===== src/rtl/irq_xbar_pkg.sv =====
// Shared types for the interrupt crossbar router.
// Assumes nothing beyond the masks handed in by the top module.
package irq_xbar_pkg;

    // Role of one output line, fixed at elaboration
    typedef enum logic [1:0] {
        XB_ROUTED   = 2'd0,
        XB_BYPASS   = 2'd1,
        XB_RESERVED = 2'd2
    } xb_kind_e;

    // Reserved takes precedence over bypass when both mask bits are set
    function automatic xb_kind_e xb_kind(input logic rsv, input logic byp);
        if (rsv)      return XB_RESERVED;
        else if (byp) return XB_BYPASS;
        else          return XB_ROUTED;
    endfunction

endpackage


===== src/rtl/irq_xbar_decode.sv =====
// Address decoder for the select registers.
// Computes each output's packed byte offset at elaboration: reserved
// outputs take no space, all others take REG_BYTES in increasing order.
// Raises a hit only for routed outputs; bypass slots decode to nothing.
// Assumes ADDR_W < 32.
module irq_xbar_decode
    import irq_xbar_pkg::*;
#(
    parameter int              N_OUT     = 8,
    parameter int              REG_BYTES = 2,
    parameter int              ADDR_W    = 8,
    parameter logic [N_OUT-1:0] RSVD_MASK = '0,
    parameter logic [N_OUT-1:0] BYP_MASK  = '0
) (
    input  logic [ADDR_W-1:0] addr,
    output logic [N_OUT-1:0]  hit
);

    // Packed byte offset of output idx
    function automatic int slot_offset(input int idx);
        int cnt;
        cnt = 0;
        for (int j = 0; j < idx; j++) begin
            if (!RSVD_MASK[j]) cnt++;
        end
        return cnt * REG_BYTES;
    endfunction

    for (genvar g = 0; g < N_OUT; g++) begin : g_slot
        localparam int       OFFSET = slot_offset(g);
        localparam xb_kind_e KIND   = xb_kind(RSVD_MASK[g], BYP_MASK[g]);
        if (KIND == XB_ROUTED) begin : g_routed
            // Exact match on the packed offset
            assign hit[g] = (32'(addr) == OFFSET);
        end else begin : g_none
            assign hit[g] = 1'b0;
        end
    end

endmodule


===== src/rtl/irq_xbar_sel_bank.sv =====
// Bank of per-output select registers.
// Routed outputs get a register that resets to SAFE_SEL and loads wdata
// when the write strobe and its decode hit coincide. Other outputs read
// as zero. Assumes wr_hit is at most one-hot.
module irq_xbar_sel_bank #(
    parameter int               N_OUT       = 8,
    parameter int               DATA_W      = 16,
    parameter int               SAFE_SEL    = 0,
    parameter logic [N_OUT-1:0] ROUTED_MASK = '1
) (
    input  logic                          clk,
    input  logic                          rst_n,
    input  logic                          wr_en,
    input  logic [N_OUT-1:0]              wr_hit,
    input  logic [DATA_W-1:0]             wdata,
    output logic [N_OUT-1:0][DATA_W-1:0]  sel
);

    localparam logic [DATA_W-1:0] SAFE_V = DATA_W'(SAFE_SEL);

    for (genvar g = 0; g < N_OUT; g++) begin : g_reg
        if (ROUTED_MASK[g]) begin : g_store
            // Hold the source number for this output
            always_ff @(posedge clk) begin
                if (!rst_n)                   sel[g] <= SAFE_V;
                else if (wr_en && wr_hit[g])  sel[g] <= wdata;
            end
        end else begin : g_empty
            assign sel[g] = '0;
        end
    end

endmodule


===== src/rtl/irq_xbar_src_mux.sv =====
// One output's source selector: passes src_irq[sel] through as a level.
// A select value at or above N_SRC yields 0. Purely combinational.
module irq_xbar_src_mux #(
    parameter int N_SRC  = 16,
    parameter int DATA_W = 16
) (
    input  logic [N_SRC-1:0]  src_irq,
    input  logic [DATA_W-1:0] sel,
    output logic              irq
);

    // Compare against every source index; default low when none match
    always_comb begin
        irq = 1'b0;
        for (int k = 0; k < N_SRC; k++) begin
            if (sel == DATA_W'(k)) irq = src_irq[k];
        end
    end

endmodule


===== src/rtl/irq_xbar_router.sv =====
// Interrupt crossbar router, top level.
// Routes N_SRC level interrupts onto N_OUT outputs. Output i reaches
// the downstream controller as shared interrupt i + 32. Routed outputs
// take their source from a select register. Bypass output i is wired to
// src_irq[i]. Reserved outputs drive 0. Registers are byte-addressed,
// packed past reserved outputs. Reads are registered with one cycle of
// latency. Assumes a synchronous active-low reset held for at least
// one clock edge.
module irq_xbar_router
    import irq_xbar_pkg::*;
#(
    parameter int               N_SRC     = 16,
    parameter int               N_OUT     = 8,
    parameter int               REG_BYTES = 2,
    parameter int               ADDR_W    = 8,
    parameter logic [N_OUT-1:0] RSVD_MASK = 8'b0000_0100,
    parameter logic [N_OUT-1:0] BYP_MASK  = 8'b0001_0000,
    parameter int               SAFE_SEL  = N_SRC,
    localparam int              DATA_W    = 8 * REG_BYTES
) (
    input  logic              clk,
    input  logic              rst_n,
    input  logic              bus_wr_en,
    input  logic              bus_rd_en,
    input  logic [ADDR_W-1:0] bus_addr,
    input  logic [DATA_W-1:0] bus_wdata,
    output logic [DATA_W-1:0] bus_rdata,
    input  logic [N_SRC-1:0]  src_irq,
    output logic [N_OUT-1:0]  irq_out
);

    localparam logic [N_OUT-1:0] ROUTED_MASK = ~RSVD_MASK & ~BYP_MASK;

    // Elaboration-time parameter checks
    if (REG_BYTES != 1 && REG_BYTES != 2 && REG_BYTES != 4) begin : g_bad_width
        $error("irq_xbar_router: REG_BYTES must be 1, 2 or 4");
    end
    if (REG_BYTES == 1 && N_SRC > 256) begin : g_bad_src
        $error("irq_xbar_router: N_SRC does not fit a one-byte select");
    end
    if (ADDR_W >= 32 || N_OUT * REG_BYTES > (1 << ADDR_W)) begin : g_bad_addr
        $error("irq_xbar_router: address space too small");
    end

    logic [N_OUT-1:0]             slot_hit;
    logic [N_OUT-1:0][DATA_W-1:0] sel_q;
    logic [DATA_W-1:0]            rd_val;
    logic                         rd_hit_any;

    irq_xbar_decode #(
        .N_OUT     (N_OUT),
        .REG_BYTES (REG_BYTES),
        .ADDR_W    (ADDR_W),
        .RSVD_MASK (RSVD_MASK),
        .BYP_MASK  (BYP_MASK)
    ) u_decode (
        .addr (bus_addr),
        .hit  (slot_hit)
    );

    irq_xbar_sel_bank #(
        .N_OUT       (N_OUT),
        .DATA_W      (DATA_W),
        .SAFE_SEL    (SAFE_SEL),
        .ROUTED_MASK (ROUTED_MASK)
    ) u_bank (
        .clk    (clk),
        .rst_n  (rst_n),
        .wr_en  (bus_wr_en),
        .wr_hit (slot_hit),
        .wdata  (bus_wdata),
        .sel    (sel_q)
    );

    // Per-output routing, chosen by the output's role
    for (genvar g = 0; g < N_OUT; g++) begin : g_out
        localparam xb_kind_e KIND = xb_kind(RSVD_MASK[g], BYP_MASK[g]);
        if (KIND == XB_ROUTED) begin : g_routed
            irq_xbar_src_mux #(
                .N_SRC  (N_SRC),
                .DATA_W (DATA_W)
            ) u_mux (
                .src_irq (src_irq),
                .sel     (sel_q[g]),
                .irq     (irq_out[g])
            );
        end else if (KIND == XB_BYPASS && g < N_SRC) begin : g_bypass
            assign irq_out[g] = src_irq[g];
        end else begin : g_tied
            assign irq_out[g] = 1'b0;
        end
    end

    // Read mux: OR of the (at most one) hit register
    always_comb begin
        rd_val = '0;
        for (int i = 0; i < N_OUT; i++) begin
            if (slot_hit[i]) rd_val = rd_val | sel_q[i];
        end
    end

    assign rd_hit_any = |slot_hit;

    // Register read data; zero when no read is requested
    always_ff @(posedge clk) begin
        if (!rst_n)         bus_rdata <= '0;
        else if (bus_rd_en) bus_rdata <= rd_val;
        else                bus_rdata <= '0;
    end

endmodule


===== config.mk =====
export PLATFORM = sky130hd
export DESIGN_NAME = irq_xbar_router
export DESIGN_NICKNAME = d
export VERILOG_FILES = /design/src/rtl/irq_xbar_pkg.sv /design/src/rtl/irq_xbar_decode.sv /design/src/rtl/irq_xbar_sel_bank.sv /design/src/rtl/irq_xbar_src_mux.sv /design/src/rtl/irq_xbar_router.sv
export SDC_FILE = /design/constraint.sdc
export NUM_CORES = 1
export LEC_CHECK = 0
export ABC_AREA = 1
export ABC_CLOCK_PERIOD_IN_PS = 6300
export BUFFER_PORTS_ARGS = -buffer_cell sky130_fd_sc_hd__buf_2
export CAP_MARGIN = 10
export CORE_MARGIN = 2
export CORE_UTILIZATION = 63
export DETAILED_ROUTE_END_ITERATION = 7
export PLACE_DENSITY = 0.82
export RECOVER_POWER = 100
export REMOVE_ABC_BUFFERS = 1
export SLEW_MARGIN = 0
export SYNTH_ARGS = -nofsm -noshare
export SYNTH_HDL_FRONTEND = slang
export SYNTH_SLANG_ARGS = --single-unit

===== constraint.sdc =====
create_clock -name clk -period 6.3 [get_ports clk]
set_input_delay 1.26 -clock clk [delete_from_list [all_inputs] [get_ports clk]]
set_output_delay 1.26 -clock clk [all_outputs]
set_load 0.02 [all_outputs]

==> out/results.txt, run 1 <==
Status: finished, violations left
Failing checks: capacitance limit, slew limit
GR peak layer: met2
Maximum clock frequency: 0.2025 GHz
Worst Hold End: u_bank.sel[111]
Routability congestion estimate: 0.9891
Register area share after synthesis: 37.98%
Ys Warns: 0
TritonCTS Buffers: 9
CTS max path bufs: 2
P_sw: 0.0003212 W
Die height: 100.8 um
Hold WC Path Type: register to register
Setup crit start kind: input pin
WHS: 487.9 ps
Final Skew: 10.98 ps
Final setup viols: 0
Setup WS pre-CTS: 2312 ps
Mean Syn Cell Area: 6.754 sq um
Post-synth EDFFs: 0
Die area: 0.01016 sq mm
Logic pwr share: 6.8%
Net count reported at finish: 955
CTS sink count: 112
Max cap viols: 1
CTS tree: done
CTS resizes: 0
Total congestion overflow: 0
Tot Pwr: 0.001202 W
Slew HR: -3.115%
Cell count of the worst reg-to-reg path: 4
RR Endpoint: bus_rdata[1]
Largest net degree at the start of global routing: 98
Hold depth: 2
HP Start: u_bank.sel[111]
Number of global-route vias before repair: 5863
Worst flop-to-flop path startpoint: u_bank.sel[81]
Gate Count Post-Synth: 874
Largest family of logic cells by synthesized area: simple AND/OR/NAND/NOR gates
CTS HTree Levels: 3
Multiplexer share of the synthesized area: 0%
Cell row count: 35
First-pass GRT wire length: 29160 um
I/O Buffers: 66
Detailed Place HPWL: 13180 um
Critical path class: input pin to register
Area share of and/or/nand/nor cells after synthesis: 27.51%
P&R area growth vs syn: 5.574%
Mapped Area: 0.005903 sq mm
Synth Area in Compound Gates: 24.65%
Post-CTS setup repair buffer count: 0
Switching Share: 26.72%
Top Ports: 68
Crit. End Element: register
Flops & latches, synth: 112
Post-synth ARST share: 0%
Drt first pass iters: 5
Portion of total power attributed to sequential cells: 59.1%
Initial antenna violation count: 0
Final WS setup: 1361 ps
Grt met2 use: 57.44%
Clock Latency Late Sink: 370 ps
CP required: 6560 ps
Total number of vias: 6337
Period utilization: 78.40%
Min Tclk post-route: 4939 ps
Arrival time at the worst endpoint: 5200 ps
Most frequent cells in the layout: nand2_1 (154), nor2_1 (147), o21ai_0 (124)
WL/cell: 17.92 um
Number of diodes: 0
Worst vdd ir: 0.0001711 V
Reg clk slew, reported paths: 110 ps
Power per cell area: 192.9 mW/mm^2
Iteration-0 DRC Markers: 652
Xor and xnor area share after synthesis: 0%
Die width: 100.8 um
Fin Setup TNS: 0 ps
Fin. max-slew vios: 10
Slew @ Worst Pin: 1535 ps
Clk pwr share: 34.1%
Ys flop type: dfxtp_1
Vias/cell: 6.176
Fin. Hold Viols: 0
Adder-cell share of the synthesized area: 0%
Reg2reg setup slack: 4760 ps
Met1 usage: 48.16%
Commonest non-fill, non-tap cell in the layout: nand2_1
Hold-fix buffer count after cts: 0
Synth unique cells: 43
RSZ-0062 raised after global routing: no
DRT antenna net count: 0
Filler instances: 868
Drt drc: 0
Max Fanout on Critical Path: 26
Met3 usage: 8.183%
Pleak: 2.440 nW
Clock root buffer: clkbuf_8
Core box area: 0.009153 sq mm
Total length of routed wires: 18390 um
Ratio of cells with drive above 1 in the final layout: 7.104%
Int Pwr: 0.0008812 W
Total GRT Usage: 36.81%
Starting density of the core: 64.50%
## worst max-delay path: stages
cell and delay [ps]:
buf_2 100, nor4_1 600, nand2_4 100, nor3_1 1180
clkinvlp_2 1130, nor2_8 390, inv_4 170, o21ai_0 210
a21oi_1 60
## area by class of cell
class / instances / area [sq um] / area share, %
clock buffer: 9 / 123.9 / 1.988
multi-input combinational: 626 / 3007 / 48.24
inverter: 92 / 349.1 / 5.601
clock inverter: 6 / 51.30 / 0.8231
tap: 111 / 138.9 / 2.228
timing repair buffer: 70 / 320.3 / 5.140
sequential: 112 / 2242 / 35.98
## per-stage QoR
step	std cells	area (sq um)	util [%]
global route	1026	6232	68.09
global placement	1011	6175	67.46
finish	1026	6232	68.09
floorplan	830	5675	-
detailed placement	1011	6175	67.46
CTS	1026	6350	69.38
## layer usage
| layer | up-vias | routed length [um] |
|---|---|---|
| li1 | 3028 | - |
| met5 | - | 0 |
| met4 | 0 | 715 |
| met2 | 372 | 8279 |
| met3 | 69 | 2084 |
| met1 | 2868 | 7309 |
## power by group through the flow
stage / combinational (W) / sequential [W] / clock, W
after floorplan: 0.0000325 / 0.000726 / 0
after global placement: 0.0000804 / 0.000727 / 0
after detailed placement: 0.0000816 / 0.000727 / 0
after CTS: 0.0000819 / 0.000710 / 0.000409
after global routing: 0.0000882 / 0.000711 / 0.000433
final: 0.0000817 / 0.000710 / 0.000410
## how the worst max path moves through the flow
stage | start | endpoint | slack [ps] | depth (start not counted)
after floorplan | src_irq[12] | irq_out[6] | 2240 | 6
after global placement | src_irq[12] | irq_out[6] | 2310 | 8
after detailed placement | src_irq[5] | irq_out[0] | 2310 | 18
after CTS | src_irq[5] | irq_out[0] | 2300 | 18
after global routing | bus_addr[5] | u_bank.sel[54] | 1140 | 9
final | bus_addr[5] | u_bank.sel[55] | 1360 | 9
## cell usage after synthesis (3+ instances only)
cell,number,area (sq um)
nor3_1,12,60.06
dfxtp_1,112,2242
o21ai_0,119,595.6
clkbuf_1,20,75.07
buf_4,8,60.06
inv_2,6,22.52
clkinv_1,4,15.01
nor2_1,142,533.0
buf_2,14,70.07
nand4_1,14,87.58
o211ai_1,21,157.7
nor4_1,10,62.56
a41oi_1,9,78.83
o221ai_1,3,26.28
o22ai_1,8,50.05
a221oi_1,12,105.1
a21oi_1,61,305.3
nand3_1,26,130.1
o21ai_1,3,15.01
nand2_1,154,578.1
inv_1,80,300.3
nor2_4,4,45.04
a31oi_1,6,37.54
## sequential cells by signal, summed over array words and instances (netlist names)
name,cells
bus_rdata,16
u_bank.sel,96
## kinds of logic after synthesis
family	Yosys count
and+or+nand+nor	373
AOI/OAI and AO/OA	252
buffers and inverters	136
DFF	112
other	1
Note: power is estimated with default switching activity, not from simulation.
==> run 2, diff against run 1 <==
- ABC_AREA: 1 -> 0
- ABC_CLOCK_PERIOD_IN_PS: 6300 -> 4150
- CORE_UTILIZATION: 63 -> 53
- PLACE_DENSITY: 0.82 -> 0.74
- clock period: 6.3 -> 4.15 ns (I/O delays scaled with it)
==> out/results.txt, run 2 <==
Status: finished, violations left
Failing checks: capacitance limit, slew limit
Post-synth ARST share: 0%
Setup crit start kind: input pin
Ratio of cells with drive above 1 in the final layout: 14.20%
Drt first pass iters: 6
Max reg flops: 96
Min Tclk post-route: 3239 ps
Filler instances: 926
CP required: 4360 ps
First-pass GRT wire length: 24070 um
Crit-path max cell delay: 1110 ps
Iteration-0 DRC Markers: 548
Total GRT Usage: 26.67%
Routability congestion estimate: 0.9217
Reg clk slew, reported paths: 110 ps
Mapped Area: 0.005652 sq mm
Commonest non-fill, non-tap cell in the layout: o21ai_0
Reg2reg setup slack: 2770 ps
CTS max path bufs: 2
CTS resizes: 0
Die area: 0.01151 sq mm
Hold-fix buffer count after cts: 0
Synth unique cells: 43
CP Cell Sequence: clkbuf_1 -> nand3b_1 -> clkbuf_1 -> nand3_1 -> o21ai_0
Max cap viols: 1
Pleak: 1.988 nW
Fin Setup TNS: 0 ps
Largest net degree at the start of global routing: 66
Clock root buffer: clkbuf_8
Fin. max-slew vios: 25
P&R area growth vs syn: 7.261%
CTS tree: done
Top flop regs: u_bank.sel: 96 flops, bus_rdata: 16 flops
Yosys top cell area share: 39.67%
Worst flop-to-flop path startpoint: u_bank.sel[81]
Crit. End Element: register
Die width: 107.3 um
Critical path's top delay family: buffers and inverters
Cell row count: 37
Critical-path top delay cell: clkbuf_1
Setup WS pre-CTS: 1068 ps
Initial antenna violation count: 0
Register area share after synthesis: 39.67%
Number of global-route vias before repair: 4723
Top-count cell post-synth: o21ai_0
Total length of routed wires: 14980 um
Worst vdd ir: 0.0002181 V
Core box area: 0.01032 sq mm
Slew @ Worst Pin: 1570 ps
Maximum clock frequency: 0.3088 GHz
CTS HTree Levels: 3
RSZ-0062 raised after global routing: no
Largest reg by FF count: u_bank.sel
Number of diodes: 0
Post-CTS setup repair buffer count: 0
Most frequent cells in the layout: o21ai_0 (113), dfxtp_1 (112), nand3_1 (104)
Period utilization: 78.04%
Synth area leaders: dfxtp_1 (40%), o21ai_0 (10%), nand3_1 (9.2%)
Power per cell area: 304.5 mW/mm^2
CTS sink count: 112
Arrival time at the worst endpoint: 3450 ps
CP startpoint: bus_addr[1]
Net count reported at finish: 729
Slew HR: -4.655%
Top Ports: 68
Clock Latency Late Sink: 360 ps
Max Fanout on Critical Path: 24
Mean Syn Cell Area: 8.398 sq um
Crit-path most repeated cell: clkbuf_1
Flops & latches, synth: 112
I/O Buffers: 66
Critical path class: input pin to register
Vias/cell: 6.220
TritonCTS Buffers: 9
Post-synth top cells: o21ai_0 (113), dfxtp_1 (112), nand3_1 (104)
Final setup viols: 0
HP Start: u_bank.sel[57]
Post-synth EDFFs: 0
DRT antenna net count: 0
Ys flop type: dfxtp_1
Ys Warns: 0
Fin. Hold Viols: 0
Starting density of the core: 54.74%
Post-synth top area cell: dfxtp_1
Gate Count Post-Synth: 673
WL/cell: 18.14 um
Detailed Place HPWL: 10700 um
Total number of vias: 5138
Buf/Inv on CP: 2
Total congestion overflow: 0
Die height: 107.3 um
Final WS setup: 911.2 ps
Final Skew: 19.95 ps
Drt drc: 0
Hold WC Path Type: register to register
run 2: final timing paths:
kind	endpoint	cells past startpoint
min reg2reg	u_bank.sel[57]	2
max	u_bank.sel[19]	5
max reg2reg	bus_rdata[1]	3
min	u_bank.sel[57]	2
run 2: logic make-up after synthesis:
logic type	share of synthesized area, %
flops	39.67
other cells	0.06635
compound gates	16.94
buf+inv	5.823
simple gates	22.52
mux	14.99
run 2: tightest hold or removal path, cell delays in order (launching register included):
cell	delay, ps
dfxtp_1	340
nand2_1	50
o21ai_0	60
run 2: layer usage:
metal	vias up	part of all wire, %	GRT usage [%]
li1	2480	-	-
met1	2402	44	37.19
met2	229	46	41.64
met3	27	7.4	4.116
met4	0	2.7	10.39
met5	-	0	0
run 2: power breakdown:
group          leakage, nW  internal, W  switching (W)
clock network       0.0977     0.000236       0.000395
registers            0.902      0.00108     0.00000156
logic                0.989    0.0000461      0.0000918
total                 1.99      0.00136       0.000488
run 2: layout make-up:
class	instances	area [sq um]	area share, %
multi-input combinational	483	3077	50.75
sequential	112	2242	36.99
timing repair buffer	74	356.6	5.882
tap	136	170.2	2.807
clock buffer	9	123.9	2.043
clock inverter	7	73.82	1.218
inverter	5	18.77	0.3096
run 2: per-stage QoR:
stage	total power, W	util (%)	instances	area (sq um)	hold WS (ps)
detailed placement	0.001238	57.31	810	5917	472.0
finish	0.001846	58.72	826	6062	487.7
floorplan	0.001147	-	600	5341	445.3
global placement	0.001235	57.31	810	5917	454.8
global route	0.001918	58.72	826	6062	516.6
CTS	0.001857	59.23	826	6115	485.6
